<file path="config.mk">
export PLATFORM = sky130hd
export DESIGN_NAME = banked_intc
export DESIGN_NICKNAME = d
export VERILOG_FILES = /design/src/rtl/banked_intc_pkg.sv /design/src/rtl/banked_intc_regs.sv /design/src/rtl/banked_intc_rdmux.sv /design/src/rtl/banked_intc_out.sv /design/src/rtl/banked_intc.sv
export SDC_FILE = /design/constraint.sdc
export NUM_CORES = 1
export LEC_CHECK = 0
export BUFFER_PORTS_ARGS = -buffer_cell sky130_fd_sc_hd__buf_2
export CAP_MARGIN = 20
export CORE_ASPECT_RATIO = 0.75
export CORE_MARGIN = 3
export CORE_UTILIZATION = 28
export CTS_CLUSTER_DIAMETER = 60
export DETAILED_ROUTE_END_ITERATION = 7
export GPL_TIMING_DRIVEN = 0
export HOLD_SLACK_MARGIN = 0.02
export PLACE_DENSITY = 0.45
export SKIP_CTS_REPAIR_TIMING = 1
export SYNTH_ARGS = -nofsm -noshare
export SYNTH_HDL_FRONTEND = slang
export SYNTH_SLANG_ARGS = --single-unit
</file>
<file path="constraint.sdc">
create_clock -name clk_i -period 3.8 [get_ports clk_i]
set_input_delay 0.19 -clock clk_i [delete_from_list [all_inputs] [get_ports clk_i]]
set_output_delay 0.19 -clock clk_i [all_outputs]
set_load 0.1 [all_outputs]
</file>
<file path="src/rtl/banked_intc_pkg.sv">
package banked_intc_pkg;

    localparam int unsigned N_PERIPH = 64;
    localparam int unsigned N_LOCAL  = 8;
    localparam int unsigned HALF_W   = N_PERIPH / 2;
    localparam int unsigned DATA_W   = 32;
    localparam int unsigned SEL_W    = 7;
    localparam int unsigned N_MIRROR = 11;
    localparam int unsigned MIRROR_LSB = N_LOCAL + 2;

    typedef enum logic [3:0] {
        REG_NONE,
        REG_SUMMARY,
        REG_PEND_LO,
        REG_PEND_HI,
        REG_FASTCTL,
        REG_SET_LO,
        REG_SET_HI,
        REG_SET_LOC,
        REG_CLR_LO,
        REG_CLR_HI,
        REG_CLR_LOC
    } reg_sel_e;

    typedef struct packed {
        logic [N_PERIPH-1:0] lvl_p;
        logic [N_LOCAL-1:0]  lvl_l;
        logic [N_PERIPH-1:0] en_p;
        logic [N_LOCAL-1:0]  en_l;
        logic                fast_en;
        logic [SEL_W-1:0]    fast_sel;
    } intc_state_t;

    // Peripheral line copied into summary bit MIRROR_LSB + idx.
    function automatic int unsigned mirror_src(input int unsigned idx);
        case (idx)
            0:       return 7;
            1:       return 9;
            2:       return 10;
            3:       return 18;
            4:       return 19;
            5:       return 53;
            6:       return 54;
            7:       return 55;
            8:       return 56;
            9:       return 57;
            default: return 62;
        endcase
    endfunction

    // Byte offset within the window to register selector.
    function automatic reg_sel_e decode_offset(input logic [7:0] off);
        case (off)
            8'h00:   return REG_SUMMARY;
            8'h04:   return REG_PEND_LO;
            8'h08:   return REG_PEND_HI;
            8'h0C:   return REG_FASTCTL;
            8'h10:   return REG_SET_LO;
            8'h14:   return REG_SET_HI;
            8'h18:   return REG_SET_LOC;
            8'h1C:   return REG_CLR_LO;
            8'h20:   return REG_CLR_HI;
            8'h24:   return REG_CLR_LOC;
            default: return REG_NONE;
        endcase
    endfunction

endpackage

</file>
<file path="src/rtl/banked_intc_regs.sv">
module banked_intc_regs
    import banked_intc_pkg::*;
(
    input  logic                clk_i,
    input  logic                rst_ni,
    input  logic [N_PERIPH-1:0] periph_i,
    input  logic [N_LOCAL-1:0]  local_i,
    input  logic                wr_i,
    input  reg_sel_e            sel_i,
    input  logic [DATA_W-1:0]   wdata_i,
    output intc_state_t         state_o
);

    intc_state_t st_d, st_q;

    always_comb begin
        st_d       = st_q;
        st_d.lvl_p = periph_i;
        st_d.lvl_l = local_i;
        if (wr_i) begin
            case (sel_i)
                REG_FASTCTL: begin
                    st_d.fast_sel = wdata_i[SEL_W-1:0];
                    st_d.fast_en  = wdata_i[SEL_W];
                end
                REG_SET_LO:  st_d.en_p[HALF_W-1:0]        = st_q.en_p[HALF_W-1:0] | wdata_i;
                REG_SET_HI:  st_d.en_p[N_PERIPH-1:HALF_W] = st_q.en_p[N_PERIPH-1:HALF_W] | wdata_i;
                REG_SET_LOC: st_d.en_l                    = st_q.en_l | wdata_i[N_LOCAL-1:0];
                REG_CLR_LO:  st_d.en_p[HALF_W-1:0]        = st_q.en_p[HALF_W-1:0] & ~wdata_i;
                REG_CLR_HI:  st_d.en_p[N_PERIPH-1:HALF_W] = st_q.en_p[N_PERIPH-1:HALF_W] & ~wdata_i;
                REG_CLR_LOC: st_d.en_l                    = st_q.en_l & ~wdata_i[N_LOCAL-1:0];
                default: ;
            endcase
        end
    end

    always_ff @(posedge clk_i) begin
        if (!rst_ni) begin
            st_q <= '0;
        end else begin
            st_q <= st_d;
        end
    end

    assign state_o = st_q;

endmodule

</file>
<file path="src/rtl/banked_intc_rdmux.sv">
module banked_intc_rdmux
    import banked_intc_pkg::*;
(
    input  intc_state_t       state_i,
    input  logic              rd_i,
    input  reg_sel_e          sel_i,
    output logic [DATA_W-1:0] rdata_o
);

    logic [N_PERIPH-1:0] pend_p;
    logic [N_LOCAL-1:0]  pend_l;
    logic [N_MIRROR-1:0] mirror;
    logic [DATA_W-1:0]   summary;
    logic [DATA_W-1:0]   mux;

    assign pend_p = state_i.lvl_p & state_i.en_p;
    assign pend_l = state_i.lvl_l & state_i.en_l;

    for (genvar gi = 0; gi < N_MIRROR; gi++) begin : g_mirror
        localparam int unsigned SRC = mirror_src(gi);
        assign mirror[gi] = pend_p[SRC];
    end

    assign summary = {{(DATA_W - MIRROR_LSB - N_MIRROR){1'b0}},
                      mirror,
                      |pend_p[N_PERIPH-1:HALF_W],
                      |pend_p[HALF_W-1:0],
                      pend_l};

    always_comb begin
        case (sel_i)
            REG_SUMMARY: mux = summary;
            REG_PEND_LO: mux = pend_p[HALF_W-1:0];
            REG_PEND_HI: mux = pend_p[N_PERIPH-1:HALF_W];
            REG_FASTCTL: mux = {{(DATA_W-SEL_W-1){1'b0}}, state_i.fast_en, state_i.fast_sel};
            REG_SET_LO:  mux = state_i.en_p[HALF_W-1:0];
            REG_SET_HI:  mux = state_i.en_p[N_PERIPH-1:HALF_W];
            REG_SET_LOC: mux = {{(DATA_W-N_LOCAL){1'b0}}, state_i.en_l};
            REG_CLR_LO:  mux = ~state_i.en_p[HALF_W-1:0];
            REG_CLR_HI:  mux = ~state_i.en_p[N_PERIPH-1:HALF_W];
            REG_CLR_LOC: mux = ~{{(DATA_W-N_LOCAL){1'b0}}, state_i.en_l};
            default:     mux = '0;
        endcase
    end

    assign rdata_o = rd_i ? mux : '0;

endmodule

</file>
<file path="src/rtl/banked_intc_out.sv">
module banked_intc_out
    import banked_intc_pkg::*;
(
    input  intc_state_t state_i,
    output logic        irq_o,
    output logic        fiq_o
);

    logic pick_local;
    logic pick_periph;
    logic fast_lvl;

    assign irq_o = |(state_i.lvl_p & state_i.en_p) | |(state_i.lvl_l & state_i.en_l);

    assign pick_periph = !state_i.fast_sel[SEL_W-1];
    assign pick_local  = state_i.fast_sel[SEL_W-1] && (state_i.fast_sel[SEL_W-2:3] == '0);

    always_comb begin
        fast_lvl = 1'b0;
        if (pick_periph) begin
            fast_lvl = state_i.lvl_p[state_i.fast_sel[SEL_W-2:0]];
        end else if (pick_local) begin
            fast_lvl = state_i.lvl_l[state_i.fast_sel[2:0]];
        end
    end

    assign fiq_o = state_i.fast_en & fast_lvl;

endmodule

</file>
<file path="src/rtl/banked_intc.sv">
module banked_intc
    import banked_intc_pkg::*;
#(
    parameter int unsigned ADDR_W = 9
) (
    input  logic                clk_i,
    input  logic                rst_ni,
    input  logic [63:0]         periph_irq_i,
    input  logic [7:0]          local_irq_i,
    input  logic                bus_valid_i,
    input  logic                bus_write_i,
    input  logic [ADDR_W-1:0]   bus_addr_i,
    input  logic [31:0]         bus_wdata_i,
    output logic [31:0]         bus_rdata_o,
    output logic                irq_o,
    output logic                fiq_o
);

    logic        in_window;
    reg_sel_e    sel;
    intc_state_t state;

    if (ADDR_W > 8) begin : g_wide_addr
        assign in_window = (bus_addr_i[ADDR_W-1:8] == '0);
    end else begin : g_narrow_addr
        assign in_window = 1'b1;
    end

    assign sel = in_window ? decode_offset(8'(bus_addr_i)) : REG_NONE;

    banked_intc_regs u_regs (
        .clk_i    (clk_i),
        .rst_ni   (rst_ni),
        .periph_i (periph_irq_i),
        .local_i  (local_irq_i),
        .wr_i     (bus_valid_i & bus_write_i),
        .sel_i    (sel),
        .wdata_i  (bus_wdata_i),
        .state_o  (state)
    );

    banked_intc_rdmux u_rdmux (
        .state_i (state),
        .rd_i    (bus_valid_i & ~bus_write_i),
        .sel_i   (sel),
        .rdata_o (bus_rdata_o)
    );

    banked_intc_out u_out (
        .state_i (state),
        .irq_o   (irq_o),
        .fiq_o   (fiq_o)
    );

    logic [N_PERIPH-1:0] chk_en_p;
    logic [N_LOCAL-1:0]  chk_en_l;
    logic                chk_fast_en;
    logic [SEL_W-1:0]    chk_fast_sel;

    assign chk_en_p     = state.en_p;
    assign chk_en_l     = state.en_l;
    assign chk_fast_en  = state.fast_en;
    assign chk_fast_sel = state.fast_sel;

endmodule

</file>
# After elaboration in Yosys (flattened, before gate mapping)
# Index checks and enable logic that the tools add are counted.
# word_totals
out_inout_bits,34
reg_bits,152
inputBits,117
# classes
muxes,13
reduce_logical,14
eq_ne,19
magnitude_cmp,2
bitwise_logic,18
# ops
cell,count
32-bit case mux with 10 select lines,1
32-bit case mux with 2 select lines,2
32-bit NOT,3
32-bit AND,2
64-bit AND,1
32-bit bitwise OR,2
32-bit OR reduction,2
64-bit OR reduction,1
4-bit case mux with 10 select lines,1
8-bit by 5-bit == test with 1-bit output (second input constant),4
32-bit 2-to-1 mux,1
8-bit NOT with 32-bit output,1
8-bit AND,2
4-bit by 3-bit == test with 1-bit output (second input constant),4
8-bit by 4-bit == test with 1-bit output (second input constant),2
8-bit by 6-bit == test with 1-bit output (second input constant),2
8-bit case mux with 2 select lines,1
4-bit == test (second input constant),3
4-bit by 2-bit == test with 1-bit output (second input constant),2
8-bit by 3-bit == test with 1-bit output (second input constant),1
8-bit logical NOT,1
8-bit NOT,1
8-bit bitwise OR,1
2-bit AND reduction,4
other kinds (14),21

# Depth between registers and ports, before layout
# logic_depth
depth_word,6
mapped_depth,9

# Cells and area by module
# Synthesis repeated with hierarchy kept, for this count alone.
# hier_totals
cells_unflattened,1042
hier_area_um2,9128.8
# modules_own_cells
mod,cells_per_inst,area_per_inst_um2,n_inst
banked_intc_regs,532,5646.7,1
banked_intc_rdmux,398,2363.5,1
banked_intc_out,94,1017.2,1
banked_intc,18,101.3,1

# Worst setup path before layout
# No wires, ideal clock.
# synth_timing
kind,input to output
startpoint,input port bus_addr_i[7]
endpoint,output port bus_rdata_o[1]
cell_stages,7
required_ns,3.610
n_path_buf,2
setup_slack_ns,0.356
t_arrival_ns,3.254
path_cell_list,or4_4 > buf_6 > or3_1 > clkbuf_2 > o221ai_1 > a21oi_1 > a31oi_1
# synth_between
elab_chain_cells,6
word_cells_on_any_way,24
cone_classes,19 x eq/ne; 4 x mux; 1 x reduce/logical
# synth_rtl
item,line_no,source
start: declaration,banked_intc.sv:12,"input logic [ADDR_W-1:0] bus_addr_i,"
8-bit by 6-bit == test with 1-bit output (tied with other cells),banked_intc_pkg.sv:53,case (off)
4-bit case mux with 10 select lines (*),banked_intc_pkg.sv:53,
4-bit 2-to-1 mux (*),banked_intc.sv:29,assign sel = in_window ? decode_offset(8'(bus_addr_i)) : REG_NONE;
4-bit == test (tied with other cells),banked_intc_rdmux.sv:31,case (sel_i)
32-bit case mux with 10 select lines (*),banked_intc_rdmux.sv:31,
32-bit 2-to-1 mux (*),banked_intc_rdmux.sv:46,assign rdata_o = rd_i ? mux : '0;
end: declaration,banked_intc.sv:14,"output logic [31:0] bus_rdata_o,"
# Mark *: on every way between the ends. The rest lies on a longest branch, timed or not.

# Final worst setup path
# layout_timing
startpoint,input port bus_addr_i[7]
endpoint,output port bus_rdata_o[3]
# The elaborated chain is that of the path after synthesis.

==> results.txt <==
area share of the largest cell type after synthesis - 38.50%
first-pass GRT wire length - 51.65 mm
Max-Cap Viols - 0
vias per cell - 5.380
num ports - 151
Avg Cell Area, Syn - 8.901 um2
layout cells sized above 1 - 24.74%
Setup WS pre-CTS - 249.1 ps
Bufs on Longest Clock Path - 2
status - finished clean
Pwr Density - 359.4 nW/um2
most frequent CP cell - a21oi_1
Buf/Inv on CP - 5
ys async rst share - 0%
Synth Register Bits - 152
fmax - 268.6 MHz
period utilisation layout - 97.96%
R2R Setup Slk - 2340 ps
Final Power - 0.003778 W
Initial Util - 28.86%
CTS Root Cell - clkbuf_16
Yosys Warn Count - 0
vias post-DR - 8,199
DP Area - 9112 um2
crit path max fanout - 10
Worst Hold Class - primary input to register
sequential area share after synthesis - 38.50%
synthesized instance count - 888
Final Cell Area - 10,510 um2
1st-iter DRT viols - 973
CP max-delay cell - nor4_1
worst r2r dst - u_regs.state_o[0]
Slew @ Worst Pin - 917.2 ps
clk sinks - 152
EDFF count, synth - 0
most frequent cells in the layout - a21oi_1, buf_2, dfxtp_1
Worst Setup SP - bus_addr_i[7]
Reg clk slew, reported paths - 70 ps
Crit Path Class - primary input to primary output
library cells used by synthesis - 56
min cycle time layout - 3722 ps
die height - 151.5 um
Worst Setup EP - bus_rdata_o[3]
RePlAce Congestion - 0.8984
grt ovf - 0
WP depth - 11
die width - 200.0 um
Syn Nets - 1,005
Critical Path Max Stage Delay - 500 ps
CTS Buf Count - 17
type of origin of the critical path - primary input
initial antenna violation count - 2
worst r2r src - u_regs.state_o[0]
setup violators final - 0
Synth area leaders - dfxtp_1, a21oi_1, and2_1
ANT nets after route - 0
WP data required - 3610 ps
final wirelength - 36.96 mm
hold path depth - 2
R2R cell count - 4
Synth area leader - dfxtp_1
CP arrival - 3530 ps
largest delay contributor family on the critical path - buffers and inverters
Layout area overhead - 33.01%
largest net degree at the start of global routing - 17
final worst setup slack - 77.58 ps
crit end category - primary output
RSZ-0062 raised after global routing - no
Setup Skew - 0 ps
GRT Overall Usage - 24.03%
core area - 27,390 um2
H-tree Lvls - 4
# rows - 52
die area - 30,300 um2
vias in the first global route - 7,403
hpwl dp - 28.69 mm
Final Util - 38.38%
max-slew violations - 0
worst-path cell chain - buf_2 -> nor4_1 -> buf_2 -> and4_1 -> clkbuf_1 -> clkbuf_1 -> a21oi_1 -> a21oi_1 -> a21oi_1 -> a21oi_1 -> buf_2
Remaining DRCs - 0
most common library cell in the layout ignoring fill and taps - a21oi_1
drt pass-1 iters - 6
mean routed wirelength per cell - 24.25 um
Leakage Power - 3.737 nW
port bufs - 147
Max IR drop VDD - 0.3308 mV
mapped cell area - 7904 um2
relative slew slack - 38.85%
CTS tree - built
setup_tns - 0 ps
Final Hold Vio Count - 0
clk_lat worst skew - 440 ps
Main synth FF type - dfxtp_1
NumNets Final - 1,248
==> cells in the mapped netlist (2+ instances only) <==
| library cell | n |
|---|---|
| a211oi_2 | 31 |
| a31oi_1 | 22 |
| nand2_1 | 36 |
| clkbuf_1 | 35 |
| and4_1 | 4 |
| buf_2 | 19 |
| nand2b_1 | 5 |
| nand4bb_1 | 2 |
| a21o_1 | 7 |
| and3_1 | 3 |
| or2_2 | 2 |
| o22ai_1 | 7 |
| a22o_1 | 5 |
| a22oi_1 | 26 |
| nor2b_1 | 4 |
| nand4b_1 | 4 |
| nand4_1 | 6 |
| mux4_2 | 17 |
| mux2_2 | 2 |
| inv_1 | 3 |
| a311oi_1 | 11 |
| and2_1 | 74 |
| o31a_1 | 13 |
| nor3_1 | 9 |
| nor4_1 | 4 |
| or4_4 | 2 |
| nor3b_1 | 2 |
| a21oi_1 | 176 |
| nor2_2 | 3 |
| o2bb2ai_1 | 2 |
| nand3_1 | 4 |
| or3_1 | 3 |
| buf_4 | 10 |
| a211oi_1 | 37 |
| a221oi_1 | 7 |
| nor4_4 | 4 |
| dfxtp_1 | 152 |
| mux2i_1 | 17 |
| buf_6 | 5 |
| nor2_1 | 62 |
| o21ai_0 | 35 |
| buf_1 | 2 |
==> power breakdown <==
group / total (W) / internal (W) / switching, W
combinational: 0.000312 / 0.000152 / 0.000160
clock: 0.00178 / 0.000997 / 0.000781
sequential: 0.00169 / 0.00163 / 0.0000552
total: 0.00378 / 0.00278 / 0.000996
==> worst register-to-register path: stages, from the launching register on <==
cell     delay, ps
dfxtp_1        310
buf_2          370
buf_2          480
mux2i_1        130
nor2_1         110
==> routing by layer <==
layer,vias up,GRT usage (%),part of all wire (%)
li1,3855,-,-
met1,3929,37.08,49
met2,374,34.20,42
met3,39,4.465,7.3
met4,2,5.858,1.6
met5,-,0,0.046
==> how the worst min path moves through the flow <==
stage / to / start / slack (ps)
final: register / bus_wdata_i[20] / 10
after global placement: u_regs.state_o[121] / periph_irq_i[33] / 400
after global routing: register / bus_wdata_i[20] / 20
after floorplan: register / bus_wdata_i[2] / 280
after detailed placement: u_regs.state_o[151] / periph_irq_i[63] / 400
after CTS: u_regs.state_o[151] / periph_irq_i[63] / -60
==> logic make-up (layout without fill, tap and decap cells) <==
| group | after synthesis | count (layout) | synth area share [%] |
|---|---|---|---|
| other | 0 | 2 | 0 |
| buffers and inverters | 76 | 332 | 4.876 |
| DFF | 152 | 152 | 38.50 |
| muxes | 36 | 36 | 7.282 |
| and+or+nand+nor | 238 | 238 | 17.11 |
| AOI/OAI and AO/OA | 386 | 386 | 32.23 |
==> through the flow <==
step                      std cells  hold slack, ps
after global routing           1522           18.36
after detailed placement       1413           398.5
final                          1524           9.810
after floorplan                 888           283.1
after CTS                      1445          -63.91
after global placement         1413           397.4
==> layout make-up <==
| class | instances | area, um2 |
|---|---|---|
| clock inverter | 15 | 187.7 |
| timing repair buffer | 224 | 1506 |
| tap | 378 | 473.0 |
| multi-input combinational | 660 | 4486 |
| antenna | 2 | 5.005 |
| fill | 2808 | 16880 |
| buffer | 72 | 371.6 |
| sequential | 152 | 3043 |
| clock buffer | 17 | 425.4 |
| inverter | 4 | 15.01 |
Note: power is estimated with default switching activity, not from simulation.
